## src/rtl/obc_pkg.sv

```systemverilog
package obc_pkg;

   // Per-cycle view of the clamp window after the polarity select
   typedef struct packed {
      logic act;     // window active this cycle
      logic fin;     // first inactive cycle after an active run
      logic len_ok;  // the run that just ended met the minimum width
   } win_stat_t;

endpackage

```

## src/rtl/obc_win_track.sv

```systemverilog
module obc_win_track
   import obc_pkg::*;
#(
   parameter int MIN_WIN = 2
) (
   input  logic      clk,
   input  logic      rst,
   input  logic      win_in,
   input  logic      win_pol,
   output win_stat_t st
);
   localparam int CNT_W = $clog2(MIN_WIN + 1);
   localparam logic [CNT_W-1:0] CNT_MIN = CNT_W'(MIN_WIN);
   localparam logic [CNT_W-1:0] CNT_ONE = CNT_W'(1);

   generate
      if (MIN_WIN < 2) begin : g_bad_min
         $error("obc_win_track: MIN_WIN must be at least 2");
      end
   endgenerate

   logic             act;
   logic             act_q;
   logic [CNT_W-1:0] cnt_q;

   // polarity select
   assign act = win_pol ? win_in : ~win_in;

   always_ff @(posedge clk) begin
      if (rst) begin
         act_q <= 1'b0;
         cnt_q <= '0;
      end else begin
         act_q <= act;
         if (act) begin
            if (!act_q)
               cnt_q <= CNT_ONE;
            else if (cnt_q < CNT_MIN)
               cnt_q <= cnt_q + CNT_ONE;
         end else begin
            cnt_q <= '0;
         end
      end
   end

   assign st.act    = act;
   assign st.fin    = act_q & ~act;
   assign st.len_ok = (cnt_q >= CNT_MIN);


   min_width_chk: assert property (@(posedge clk) disable iff (rst)
      (st.fin && st.len_ok) |-> ($past(act, 1) && $past(act, 2)));

endmodule

```

## src/rtl/obc_accum.sv

```systemverilog
module obc_accum
   import obc_pkg::*;
#(
   parameter int PIX_W = 12,
   parameter int LVL_W = 8,
   parameter int ACC_W = 24,
   parameter int DIV_W = 4
) (
   input  logic                    clk,
   input  logic                    rst,
   input  logic                    en,
   input  logic [PIX_W-1:0]        pix,
   input  logic [LVL_W-1:0]        lvl,
   input  win_stat_t               st,
   input  logic [DIV_W-1:0]        upd_div,
   output logic                    fire,
   output logic signed [ACC_W-1:0] total
);
   localparam int ERR_W = PIX_W + 1;
   localparam logic signed [ACC_W-1:0] ACC_MAX = {1'b0, {(ACC_W-1){1'b1}}};
   localparam logic signed [ACC_W-1:0] ACC_MIN = {1'b1, {(ACC_W-1){1'b0}}};

   generate
      if (PIX_W <= LVL_W) begin : g_bad_lvl
         $error("obc_accum: PIX_W must exceed LVL_W");
      end
      if (ACC_W < ERR_W + 2) begin : g_bad_acc
         $error("obc_accum: ACC_W too narrow for one error term");
      end
   endgenerate

   function automatic logic signed [ACC_W-1:0] sat_add(
      input logic signed [ACC_W-1:0] a,
      input logic signed [ACC_W-1:0] b
   );
      logic signed [ACC_W:0] s;
      s = $signed({a[ACC_W-1], a}) + $signed({b[ACC_W-1], b});
      if (s[ACC_W] != s[ACC_W-1])
         return s[ACC_W] ? ACC_MIN : ACC_MAX;
      return s[ACC_W-1:0];
   endfunction

   logic signed [ERR_W-1:0] err;
   logic signed [ACC_W-1:0] err_x;
   logic signed [ACC_W-1:0] win_acc;
   logic signed [ACC_W-1:0] span_acc;
   logic [DIV_W-1:0]        n_q;
   logic                    last;
   logic                    take;

   assign err   = $signed({1'b0, pix}) - $signed({{(ERR_W-LVL_W){1'b0}}, lvl});
   assign err_x = {{(ACC_W-ERR_W){err[ERR_W-1]}}, err};
   assign total = sat_add(span_acc, win_acc);
   assign last  = (n_q >= upd_div);
   assign take  = st.fin & st.len_ok;
   assign fire  = en & take & last;

   always_ff @(posedge clk) begin
      if (rst || !en) begin
         win_acc  <= '0;
         span_acc <= '0;
         n_q      <= '0;
      end else begin
         // samples outside the window are never summed
         win_acc <= st.act ? sat_add(win_acc, err_x) : '0;
         if (take) begin
            if (last) begin
               span_acc <= '0;
               n_q      <= '0;
            end else begin
               span_acc <= total;
               n_q      <= n_q + DIV_W'(1);
            end
         end
      end
   end


   acc_clear_chk: assert property (@(posedge clk) disable iff (rst)
      st.fin |=> (win_acc == '0));


   short_discard_chk: assert property (@(posedge clk) disable iff (rst)
      (en && st.fin && !st.len_ok) |=> $stable(span_acc));


   disable_clear_chk: assert property (@(posedge clk) disable iff (rst)
      !en |=> (span_acc == '0 && n_q == '0));

endmodule

```

## src/rtl/obc_corr.sv

```systemverilog
module obc_corr #(
   parameter int LVL_W = 8,
   parameter int DAC_W = 8,
   parameter int ACC_W = 24,
   parameter int SHIFT = 4
) (
   input  logic                    clk,
   input  logic                    rst,
   input  logic                    en,
   input  logic [LVL_W-1:0]        lvl,
   input  logic                    fire,
   input  logic signed [ACC_W-1:0] total,
   output logic [DAC_W-1:0]        code
);
   localparam logic [DAC_W-1:0]      MID   = DAC_W'(1) << (DAC_W - 1);
   localparam logic signed [ACC_W:0] MAX_S = (ACC_W+1)'((1 << DAC_W) - 1);

   generate
      if (LVL_W > DAC_W) begin : g_bad_lvl
         $error("obc_corr: LVL_W must not exceed DAC_W");
      end
      if (ACC_W <= DAC_W + 1) begin : g_bad_acc
         $error("obc_corr: ACC_W must exceed DAC_W + 1");
      end
      if (SHIFT >= ACC_W) begin : g_bad_shift
         $error("obc_corr: SHIFT must be below ACC_W");
      end
   endgenerate

   logic signed [ACC_W-1:0] step;
   logic signed [ACC_W:0]   s;
   logic [DAC_W-1:0]        nxt;
   logic [DAC_W-1:0]        corr_q;

   // Loop filter gain: arithmetic shift of the summed error
   generate
      if (SHIFT == 0) begin : g_noshift
         assign step = total;
      end else begin : g_shift
         assign step = total >>> SHIFT;
      end
   endgenerate

   assign s = $signed({1'b0, {(ACC_W-DAC_W){1'b0}}, corr_q}) + $signed({step[ACC_W-1], step});

   // clamp into the DAC code range
   always_comb begin
      if (s[ACC_W])
         nxt = '0;
      else if (s > MAX_S)
         nxt = '1;
      else
         nxt = s[DAC_W-1:0];
   end

   always_ff @(posedge clk) begin
      if (rst)
         corr_q <= MID;
      else if (!en)
         corr_q <= DAC_W'(lvl);
      else if (fire)
         corr_q <= nxt;
   end

   assign code = corr_q;


   corr_hold_chk: assert property (@(posedge clk) disable iff (rst)
      (en && !fire) |=> $stable(corr_q));


   disabled_follow_chk: assert property (@(posedge clk) disable iff (rst)
      !en |=> (corr_q == DAC_W'($past(lvl))));

endmodule

```

## src/rtl/black_clamp_loop.sv

```systemverilog
module black_clamp_loop
   import obc_pkg::*;
#(
   parameter int PIX_W   = 12,
   parameter int LVL_W   = 8,
   parameter int DAC_W   = 8,
   parameter int ACC_W   = 24,
   parameter int SHIFT   = 4,
   parameter int MIN_WIN = 2,
   parameter int DIV_W   = 4
) (
   input  logic             clk,
   input  logic             rst,
   input  logic [PIX_W-1:0] pix,
   input  logic             win_in,
   input  logic             win_pol,
   input  logic             clamp_en,
   input  logic             lvl_we,
   input  logic [LVL_W-1:0] lvl_in,
   input  logic [DIV_W-1:0] upd_div,
   output logic [DAC_W-1:0] dac_code
);
   localparam logic [LVL_W-1:0] LVL_RST = LVL_W'(1) << (LVL_W - 1);

   logic [LVL_W-1:0]        lvl_q;
   win_stat_t               st;
   logic                    fire;
   logic signed [ACC_W-1:0] total;

   // target black level register
   always_ff @(posedge clk) begin
      if (rst)
         lvl_q <= LVL_RST;
      else if (lvl_we)
         lvl_q <= lvl_in;
   end

   obc_win_track #(.MIN_WIN(MIN_WIN)) u_win (
      .clk     (clk),
      .rst     (rst),
      .win_in  (win_in),
      .win_pol (win_pol),
      .st      (st)
   );

   obc_accum #(
      .PIX_W (PIX_W),
      .LVL_W (LVL_W),
      .ACC_W (ACC_W),
      .DIV_W (DIV_W)
   ) u_acc (
      .clk     (clk),
      .rst     (rst),
      .en      (clamp_en),
      .pix     (pix),
      .lvl     (lvl_q),
      .st      (st),
      .upd_div (upd_div),
      .fire    (fire),
      .total   (total)
   );

   obc_corr #(
      .LVL_W (LVL_W),
      .DAC_W (DAC_W),
      .ACC_W (ACC_W),
      .SHIFT (SHIFT)
   ) u_corr (
      .clk   (clk),
      .rst   (rst),
      .en    (clamp_en),
      .lvl   (lvl_q),
      .fire  (fire),
      .total (total),
      .code  (dac_code)
   );

endmodule

```

## config.mk

```make
export PLATFORM = sky130hd
export DESIGN_NAME = black_clamp_loop
export DESIGN_NICKNAME = d
export VERILOG_FILES = /design/src/rtl/obc_pkg.sv /design/src/rtl/obc_win_track.sv /design/src/rtl/obc_accum.sv /design/src/rtl/obc_corr.sv /design/src/rtl/black_clamp_loop.sv
export SDC_FILE = /design/constraint.sdc
export NUM_CORES = 1
export LEC_CHECK = 0
export ABC_AREA = 1
export CORE_AREA = 2 2 141 109
export DETAILED_ROUTE_END_ITERATION = 8
export DIE_AREA = 0 0 143 111
export PLACE_DENSITY = 0.69
export RECOVER_POWER = 50
export SLEW_MARGIN = 20
export SYNTH_ARGS = -nofsm -noshare
export SYNTH_HDL_FRONTEND = slang
export SYNTH_SLANG_ARGS = --single-unit
```

## constraint.sdc

```tcl
create_clock -name clk -period 9.3 [get_ports clk]
set_input_delay 1.86 -clock clk [delete_from_list [all_inputs] [get_ports clk]]
set_output_delay 1.86 -clock clk [all_outputs]
set_load 0.03 [all_outputs]
```

=== Word-level counts from Yosys, hierarchy flattened ===
Cells that the tools add are included.
Widths: inputs -> output; s select.

* Memory bits (read-only): 0
* Bits in latches: 0
* Memories: 0
* RAM bits: 0
* Output and inout bits: 8
* Register bits after elaboration: 71
* Logic and storage cells: 52
* Input port bits: 30

* $mul: 0
* Shift operators: 0
* $add $sub $neg: 6
* Reduce and logical (&&, ||, !) cells: 5
* $lt $le $gt $ge: 4
* Div/mod/pow operators: 0
* Mux-type cells: 18
* Bitwise gates (word level): 7
* Equality and inequality tests: 4

{| class="wikitable"
|+ Operators with widths
! kind !! count
|-
| $mux 24 || 7
|-
| $mux 8 || 4
|-
| $add 24x13->25 || 1
|-
| $add 24x24->25 || 1
|-
| $gt 25x9->1 const B || 1
|-
| $add 9x20->21 || 1
|-
| $sub 12x8->13 || 1
|-
| $mux 1 || 6
|-
| $add 4x1->4 const B || 1
|-
| $and 1x1->1 || 4
|-
| $ge 4x4->1 || 1
|-
| $mux 4 || 1
|-
| $reduce_or 2->1 || 2
|-
| $not 1->1 || 3
|-
| $reduce_or 3->1 || 1
|-
| $add 2x1->2 const B || 1
|-
| $ge 2x2->1 const B || 1
|-
| $lt 2x2->1 const B || 1
|-
| $ne 1x1->1 || 2
|-
| $ne 2x1->1 const B || 1
|-
| $ne 2x2->1 const B || 1
|-
| $logic_not 1->1 || 1
|-
| $logic_or 1x1->1 || 1
|}

=== Depth between registers and ports, before layout ===
Gate-level depths: netlist (run 1).

* Depth after elaboration: 10
* Gate-level depth with buffers: 40
* Gate-level depth less buffers: 37

=== Modules after synthesis ===
A second synthesis (run 1) with hierarchy kept.

* Cell total of the unflattened synthesis: 1188
* Area total of the unflattened synthesis: 7400.8 um^2

{| class="wikitable"
|+ Modules (own cells, without submodules)
! module !! seq. area each (um^2) !! area each (um^2) !! instances !! cells each
|-
| obc_accum || 1041.0 || 5502.8 || 1 || 874
|-
| obc_corr || 160.2 || 1385.1 || 1 || 237
|-
| black_clamp_loop || 160.2 || 339.1 || 1 || 50
|-
| obc_win_track || 60.1 || 173.9 || 1 || 27
|}

=== Least setup slack after synthesis (run 1) ===
No wires, ideal clock.

* Kind: input to register
* Start: in pix[0]
* End: reg u_acc.win_acc[13]
* Path buffers: 1
* Data required time: 9.167 ns
* Setup time: 0.133 ns
* Arrival time: 6.286 ns
* Stages on the path: 25
* Path slack: 2.881 ns
* Cell sequence: inv_1 -> ha_1 -> inv_1 -> fa_1 -> a31oi_1 -> inv_1 -> a21oi_1 -> nor2_1 -> nor2_1 -> nor2_1 -> nand2_1 -> nand2_1 -> or2_2 -> nor4_1 -> ha_1 -> a21oi_1 -> o21ai_0 -> a21oi_1 -> nand3_1 -> nand4_1 -> nand3_1 -> xor2_1 -> o21ai_1 -> clkbuf_1 -> o21ai_0

* Cells in the longest elaborated chain, start to end: 6
* Elaborated cells between the ends (all ways): 8
* Classes of those cells: add/sub: 2; eq/ne: 1; mux: 5

{| class="wikitable"
|+ Ends and longest elaborated chain
! element !! line !! RTL
|-
| start, declared || black_clamp_loop.sv:14 || <nowiki>input logic [PIX_W-1:0] pix,</nowiki>
|-
| $sub 12x8->13 * || obc_accum.sv:51 || <nowiki>assign err = $signed({1'b0, pix}) - $signed({{(ERR_W-LVL_W){1'b0}}, lvl});</nowiki>
|-
| $add 24x13->25 * || obc_accum.sv:37 || <nowiki>s = $signed({a[ACC_W-1], a}) + $signed({b[ACC_W-1], b});</nowiki>
|-
| $ne 1x1->1 || obc_accum.sv:38 || <nowiki>if (s[ACC_W] != s[ACC_W-1])</nowiki>
|-
| $mux 1 || obc_accum.sv:38 ||
|-
| $mux 1 || obc_accum.sv:59 || <nowiki>if (rst || !en) begin</nowiki>
|-
| $mux 24 * || obc_accum.sv:40 || <nowiki>return s[ACC_W-1:0];</nowiki>
|-
| end signal, assigned || obc_accum.sv:65 || <nowiki>win_acc <= st.act ? sat_add(win_acc, err_x) : '0;</nowiki>
|-
| end, declared || obc_accum.sv:45 || <nowiki>logic signed [ACC_W-1:0] win_acc;</nowiki>
|}

Every way passes the cells marked *; elsewhere a longest branch is shown, timed or not. The select of a mux whose other input is x is not followed.
A chain may end at the register's enable or synchronous reset.

=== Worst setup path after layout (run 1) ===
* Start: in pix[2]
* End: reg u_acc.win_acc[12]

The elaborated chain is that of the path after synthesis.

==> results of run 1 <==
kinds of logic (layout without fill, tap and decap cells):
logic type	count (synthesis)	in the layout	synth area share
AOI/OAI and AO/OA	191	191	0.154
and+or+nand+nor	520	520	0.333
xor gates and xnor gates	43	43	0.0553
adders and majority gates	75	75	0.142
DFF	71	71	0.209
buffers and inverters	188	224	0.107
power groups by stage:
stage | Combinational (mW) | Sequential [mW] | Clock, mW
floorplan | 0.149 | 0.329 | 0
global placement | 0.208 | 0.331 | 0
detailed placement | 0.207 | 0.331 | 0
CTS | 0.209 | 0.324 | 0.329
global route | 0.235 | 0.325 | 0.340
finish | 0.209 | 0.324 | 0.325
per-layer routing:
metal,global-route usage,up-vias
li1,-,3601
met3,0.0419,27
met2,0.331,201
met5,0,-
met4,0.0548,0
met1,0.388,3044
per-stage QoR:
stage               cells  setup slack (ns)  power, mW  hold WS, ns
CTS                  1329              2.83      0.861        0.470
global placement     1314              2.64      0.539        0.455
floorplan            1088              2.88      0.478        0.440
global route         1329              2.17      0.901        0.488
finish               1329              2.84      0.858        0.467
detailed placement   1314              2.49      0.538        0.461
cells in the final DEF (no fill, tap or decap), types with 7 or more instances in the layout:
| cell type | count |
|---|---|
| nand2_1 | 311 |
| inv_1 | 166 |
| a21oi_1 | 98 |
| nor2_1 | 72 |
| ha_1 | 71 |
| dfxtp_1 | 71 |
| nand3_1 | 62 |
| o21ai_0 | 53 |
| clkdlybuf4s50_1 | 27 |
| xor2_1 | 26 |
| nand4_1 | 19 |
| xnor2_1 | 17 |
| nand2_2 | 12 |
| nor3_1 | 11 |
| dlygate4sd3_1 | 10 |
| nor2_2 | 9 |
| clkbuf_16 | 9 |
| nand3_2 | 7 |
worst max-delay path: stages:
cell,delay [ns]
clkdlybuf4s50_1,0.40
ha_1,0.35
a21oi_1,0.15
and2_1,0.17
nor2_1,0.05
a211oi_1,0.31
o21bai_1,0.11
a21oi_1,0.20
nor2_1,0.06
nor3_1,0.26
nor3b_1,0.26
xor2_1,0.11
ha_1,0.38
nand2_1,0.12
nor4_1,0.29
nand4_1,0.12
nand3_1,0.18
nand4_1,0.10
nand3_1,0.10
xor2_1,0.32
nand3_1,0.55
o21ai_0,0.24
final cells by class:
type	instances	area share
inverter	169	0.0831
clock buffer	10	0.0313
clock inverter	5	0.00442
sequential	71	0.186
tap	205	0.0336
timing repair buffer	40	0.0510
multi-input combinational	829	0.611
sequential cells by signal, indices dropped and copies added (netlist names):
| signal | count |
|---|---|
| lvl_q | 8 |
| u_acc.n_q | 4 |
| u_acc.span_acc | 24 |
| u_acc.win_acc | 24 |
| u_corr.code | 8 |
| u_win.act_q | 1 |
| u_win.cnt_q | 2 |
final timing paths:
check                    from                end  slack, ns
min reg2reg    u_win.cnt_q[0]     u_win.cnt_q[0]       0.47
max reg2reg  u_acc.win_acc[0]     u_corr.code[2]       3.09
min            u_win.cnt_q[0]     u_win.cnt_q[0]       0.47
max                    pix[2]  u_acc.win_acc[12]       2.84
==> metrics.txt, run 1 <==
post-route ant nets 0; final setup fails 0; Final period util 0.695; DPL Wire Length 15.1 mm; Power Density 112 nW/um^2; Initial Util 0.463; core footprint roughly 15000 sq um; minimum clock period roughly 6.5 ns; number of flops mapped to enable cells by yosys 0; layout cells sized above 1 0.0552; CP endpoint kind flip-flop; CP required around 9.6 ns; Seq cells post-synth 71; worst-margin pin slew 1.11 ns; I/O Pins 38; Seq pwr share 0.378; area of the multi-input gates 4660 sq um; met3 WL about 1.3 mm; logic gate share of total power 0.243; Synth area leaders dfxtp_1 (21%), nand2_1 (17%), ha_1 (13%), inv_1 (9.2%), a21oi_1 (7.2%); VDD IR max around 0.089 mV; site row count 39; CTS buffer count 9; CTS tree built; CTS H-tree depth 3; fraction of registers with async set/reset 0; fillers 1483; sequential area share after synthesis 0.209; gr ovfl total 0; leak pwr 3.83 nW; met2 wire len approximately 7 mm; syn_area_per_cell about 6.3 sq um; final net count 1225; Mapped Cells approximately 1100; CP Max Fanout 20; status completed; setup TNS 0 ns; die width 143 microns; Highest Clock Rate 0.155 GHz; Sink Count between 70 and 80; crit path DAT 6.71 ns; commonest cells in the netlist nand2_1 (311), inv_1 (166), a21oi_1 (98); first-pass GRT wire length 30.7 mm; Net Sw Frac 0.322; # resized after CTS 0; DP Area roughly 7400 sq um; Routed wire per std cell 13.8 microns; top-area cell type share of the netlist area 0.209; Final Hold Viols 0; n_diodes 0; FF/Latch Area 1420 sq um; CTS Buffer Depth 2; M1 wire length 9.97 mm; Post-CTS Repair Setup Buffers 0; # DRC 0; hold-critical path depth 2; final core occ 0.520; most numerous cell in the Yosys netlist nand2_1; Net Count, Synth around 1200; die area roughly 16000 sq um; Cell variety after synth 46; largest net degree at the start of global routing 34; CTS clock-pin slew for the worst setup and hold paths about 0.060 ns; GPL Wtd Cong 0.980; predominant post-synthesis flop cell dfxtp_1; skew final 0.00966 ns; clk_lat worst skew 0.34 ns; R2R cell count 33; synthesis-to-layout area growth 12.2%; max-cap violation count 0; post-route cell area between 7000 and 8000 sq um; CTS root buffer clkbuf_16; Clock Power Share 0.379; Tightest Hold Check Type reg2reg; IO Port Bufs 37; Yosys warnings 0; initial antenna violation count 0; mapped cell area ~6800 sq um; switching power roughly 0.28 mW; number of global-route vias before repair 6158; cts hold-fix bufs 0; Slew headroom 0.256; post-DR vias/cell between 5 and 6; Top Layer Used met4; routed wire length 18.4 mm; Die Y 111 microns; max-slew violations 0; initial DRC count 497; Setup CP Type in2reg; Power Internal just under 0.6 mW; drt pass-1 iters 5; GRT Util Overall 0.242; CP startpoint kind input port; Synth area leader dfxtp_1; RSZ-0062 raised after global routing false; via count 6873
Power figures use the tool's default switching activity.
==> run 2, diff against run 1 <==
Clock period 9.3 ns to 6.7 ns, I/O delays scaled along.
==> run 2 against run 1 <==
Against the previous run:
- final area grew 0.39%
- global-route usage grew 0.59 points
- critical path depth grew 4
- power grew 43%
- routed wire length grew 1.4%
- sequential power grew 39%
- utilization grew 0.20 points
- sequential share of layout area shrank 0.073 points
==> metrics.txt, run 2 (synthesis gave the netlist of run 1 again) <==
status completed (unchanged); core footprint 14700 sq um (unchanged); CP required 6.95 ns (was 9.55 ns); gr ovfl total 0 (unchanged); Initial Util 0.463 (unchanged); GRT Util Overall 0.248 (was 0.242); initial DRC count 471 (was 497); skew final 0.0128 ns (was 0.00966 ns); switching power 0.392 mW (was 0.277 mW); layout cells sized above 1 0.0560 (was 0.0552); minimum clock period 5.98 ns; CTS buffer count 9 (unchanged); Hold Path Origin u_win.cnt_q[0] (unchanged); max-cap violation count 0 (unchanged); leak pwr 3.84 nW (was 3.83 nW); Tightest Hold Check Type reg2reg (unchanged); Final Hold Viols 0 (unchanged); # DRC 0 (unchanged); Highest Clock Rate 0.167 GHz; setup TNS 0 ns (unchanged); CTS tree built (unchanged); CTS clock-pin slew for the worst setup and hold paths 0.06 ns (about the same); post-route ant nets 0 (unchanged); Power Density 160 nW/um^2 (was 112 nW/um^2); final net count 1227 (was 1225); Setup CP Type in2reg (unchanged); GPL Wtd Cong 0.930 (was 0.980); most frequent cells in the layout nand2_1 (311), inv_1 (166), a21oi_1 (98) (unchanged); final setup fails 0 (unchanged); site row count 39 (unchanged); logic gate share of total power 0.237 (was 0.243); n_diodes 0 (unchanged); initial antenna violation count 0 (unchanged); clk_lat worst skew 0.34 ns (about the same); CP startpoint kind input port (unchanged); Largest regs u_acc.span_acc (24), u_acc.win_acc (24) (unchanged); cts hold-fix bufs 0 (unchanged); worst-margin pin slew 1.10 ns (was 1.11 ns); worst r2r src u_acc.win_acc[0] (unchanged); die area 15900 sq um (unchanged); via count 6919 (was 6873); Final period util 0.892; CTS root buffer clkbuf_16 (unchanged); first-pass GRT wire length 31.4 mm (was 30.7 mm); # resized after CTS 0 (unchanged); VDD IR max 0.107 mV (was 0.0892 mV); Net Sw Frac 0.319 (was 0.322); FF/Latch Area 1420 sq um (unchanged); Die Y 111 microns (unchanged); CTS Buffer Depth 2 (unchanged); CTS H-tree depth 3 (unchanged); routed wire length 18.6 mm (was 18.4 mm); DPL Wire Length 15.3 mm (was 15.1 mm); Hold Slack 0.464 ns (was 0.467 ns); Power Internal 0.835 mW (was 0.582 mW); Slew headroom 0.268 (was 0.256); most common cell after layout, fill and taps aside nand2_1 (unchanged); post-DR vias/cell 5.20 (was 5.17); number of global-route vias before repair 6392 (was 6158); CP Max Fanout 20 (unchanged); Post-CTS Repair Setup Buffers 0 (unchanged); max-slew violations 0 (unchanged); die width 143 microns (unchanged); crit path launch pix[0] (was pix[2]); largest net degree at the start of global routing 30 (was 34); Seq pwr share 0.367 (was 0.378); Clock Power Share 0.396 (was 0.379); IO Port Bufs 37 (unchanged); area of the multi-input gates 4670 sq um (was 4660 sq um); I/O Pins 38 (unchanged); synthesis-to-layout area growth 12.6% (was 12.2%); fillers 1485 (was 1483); Sink Count 71 (unchanged); Routed wire per std cell 14.0 microns (was 13.8 microns); CP endpoint kind flip-flop (unchanged); drt pass-1 iters 5 (unchanged); crit path DAT 6.23 ns (was 6.71 ns); RSZ-0062 raised after global routing false (unchanged)
## run 2: cell types whose count changed in the layout (fill, tap and decap cells not counted)
cell	delta
bufinv_16	+1
clkbuf_1	+2
o21ai_1	-1
o21ai_2	+1
buf_4	+1
clkbuf_8	-1
clkinv_2	-1
## run 2: worst paths after layout
check / endpoint / slack (ns) / cells after the start
max: u_acc.win_acc[3] / 0.72 / 26
min: u_win.cnt_q[0] / 0.46 / 2
max reg2reg: u_corr.code[3] / 1.20 / 31
min reg2reg: u_win.cnt_q[0] / 0.46 / 2
## run 2: power by group through the flow
| stage | Sequential [mW] | Combinational, mW | Clock [mW] |
|---|---|---|---|
| 5_1_grt | 0.452 | 0.328 | 0.508 |
| 6_report | 0.451 | 0.290 | 0.486 |
| 2_1_floorplan | 0.456 | 0.206 | 0 |
| 4_1_cts | 0.450 | 0.289 | 0.489 |
| 3_3_place_gp | 0.460 | 0.285 | 0 |
| 3_5_place_dp | 0.460 | 0.287 | 0 |
## run 2: layout make-up
class                           count  share of cell area
Timing Repair Buffer               42              0.0522
Clock inverter                      5             0.00767
Multi-Input combinational cell    829               0.609
Inverter                          169              0.0827
Sequential cell                    71               0.185
Tap cell                          205              0.0335
Clock buffer                       10              0.0299
## run 2: stage by stage
stage                     worst slack (ns)  utilization  power (mW)  area, sq um  instances
after floorplan                      0.801            -       0.663         6810       1088
after global placement               0.216        0.503       0.745         7380       1316
after detailed placement             0.430        0.503       0.747         7390       1316
after CTS                            0.757        0.523        1.23         7670       1331
after global routing                 0.184        0.522        1.29         7670       1331
final                                0.722        0.522        1.23         7670       1331
## run 2: critical path: stages
cell and delay (ns):
clkdlybuf4s50_1 0.39, inv_1 0.06, ha_1 0.14, inv_1 0.07
fa_1 0.41, a31oi_1 0.24, inv_1 0.07, a21oi_1 0.14
nor2_1 0.07, nor2_1 0.08, nor2_1 0.05, nand2_1 0.05
nand2_1 0.05, or2_2 0.30, nor4_2 0.14, buf_4 0.24
ha_1 0.23, nand2_1 0.10, nor4_1 0.38, nand4_1 0.14
nand3_1 0.18, nand4_1 0.10, nand3_1 0.10, xor2_1 0.34
nand3_1 0.54, o21ai_0 0.24
## run 2: routing by layer
layer | vias up | wire length (microns) | track usage
met3 | 23 | 1350 | 0.0492
met2 | 205 | 7110 | 0.349
li1 | 3598 | - | -
met4 | 0 | 283 | 0.0581
met1 | 3093 | 9880 | 0.385
met5 | - | 0 | 0
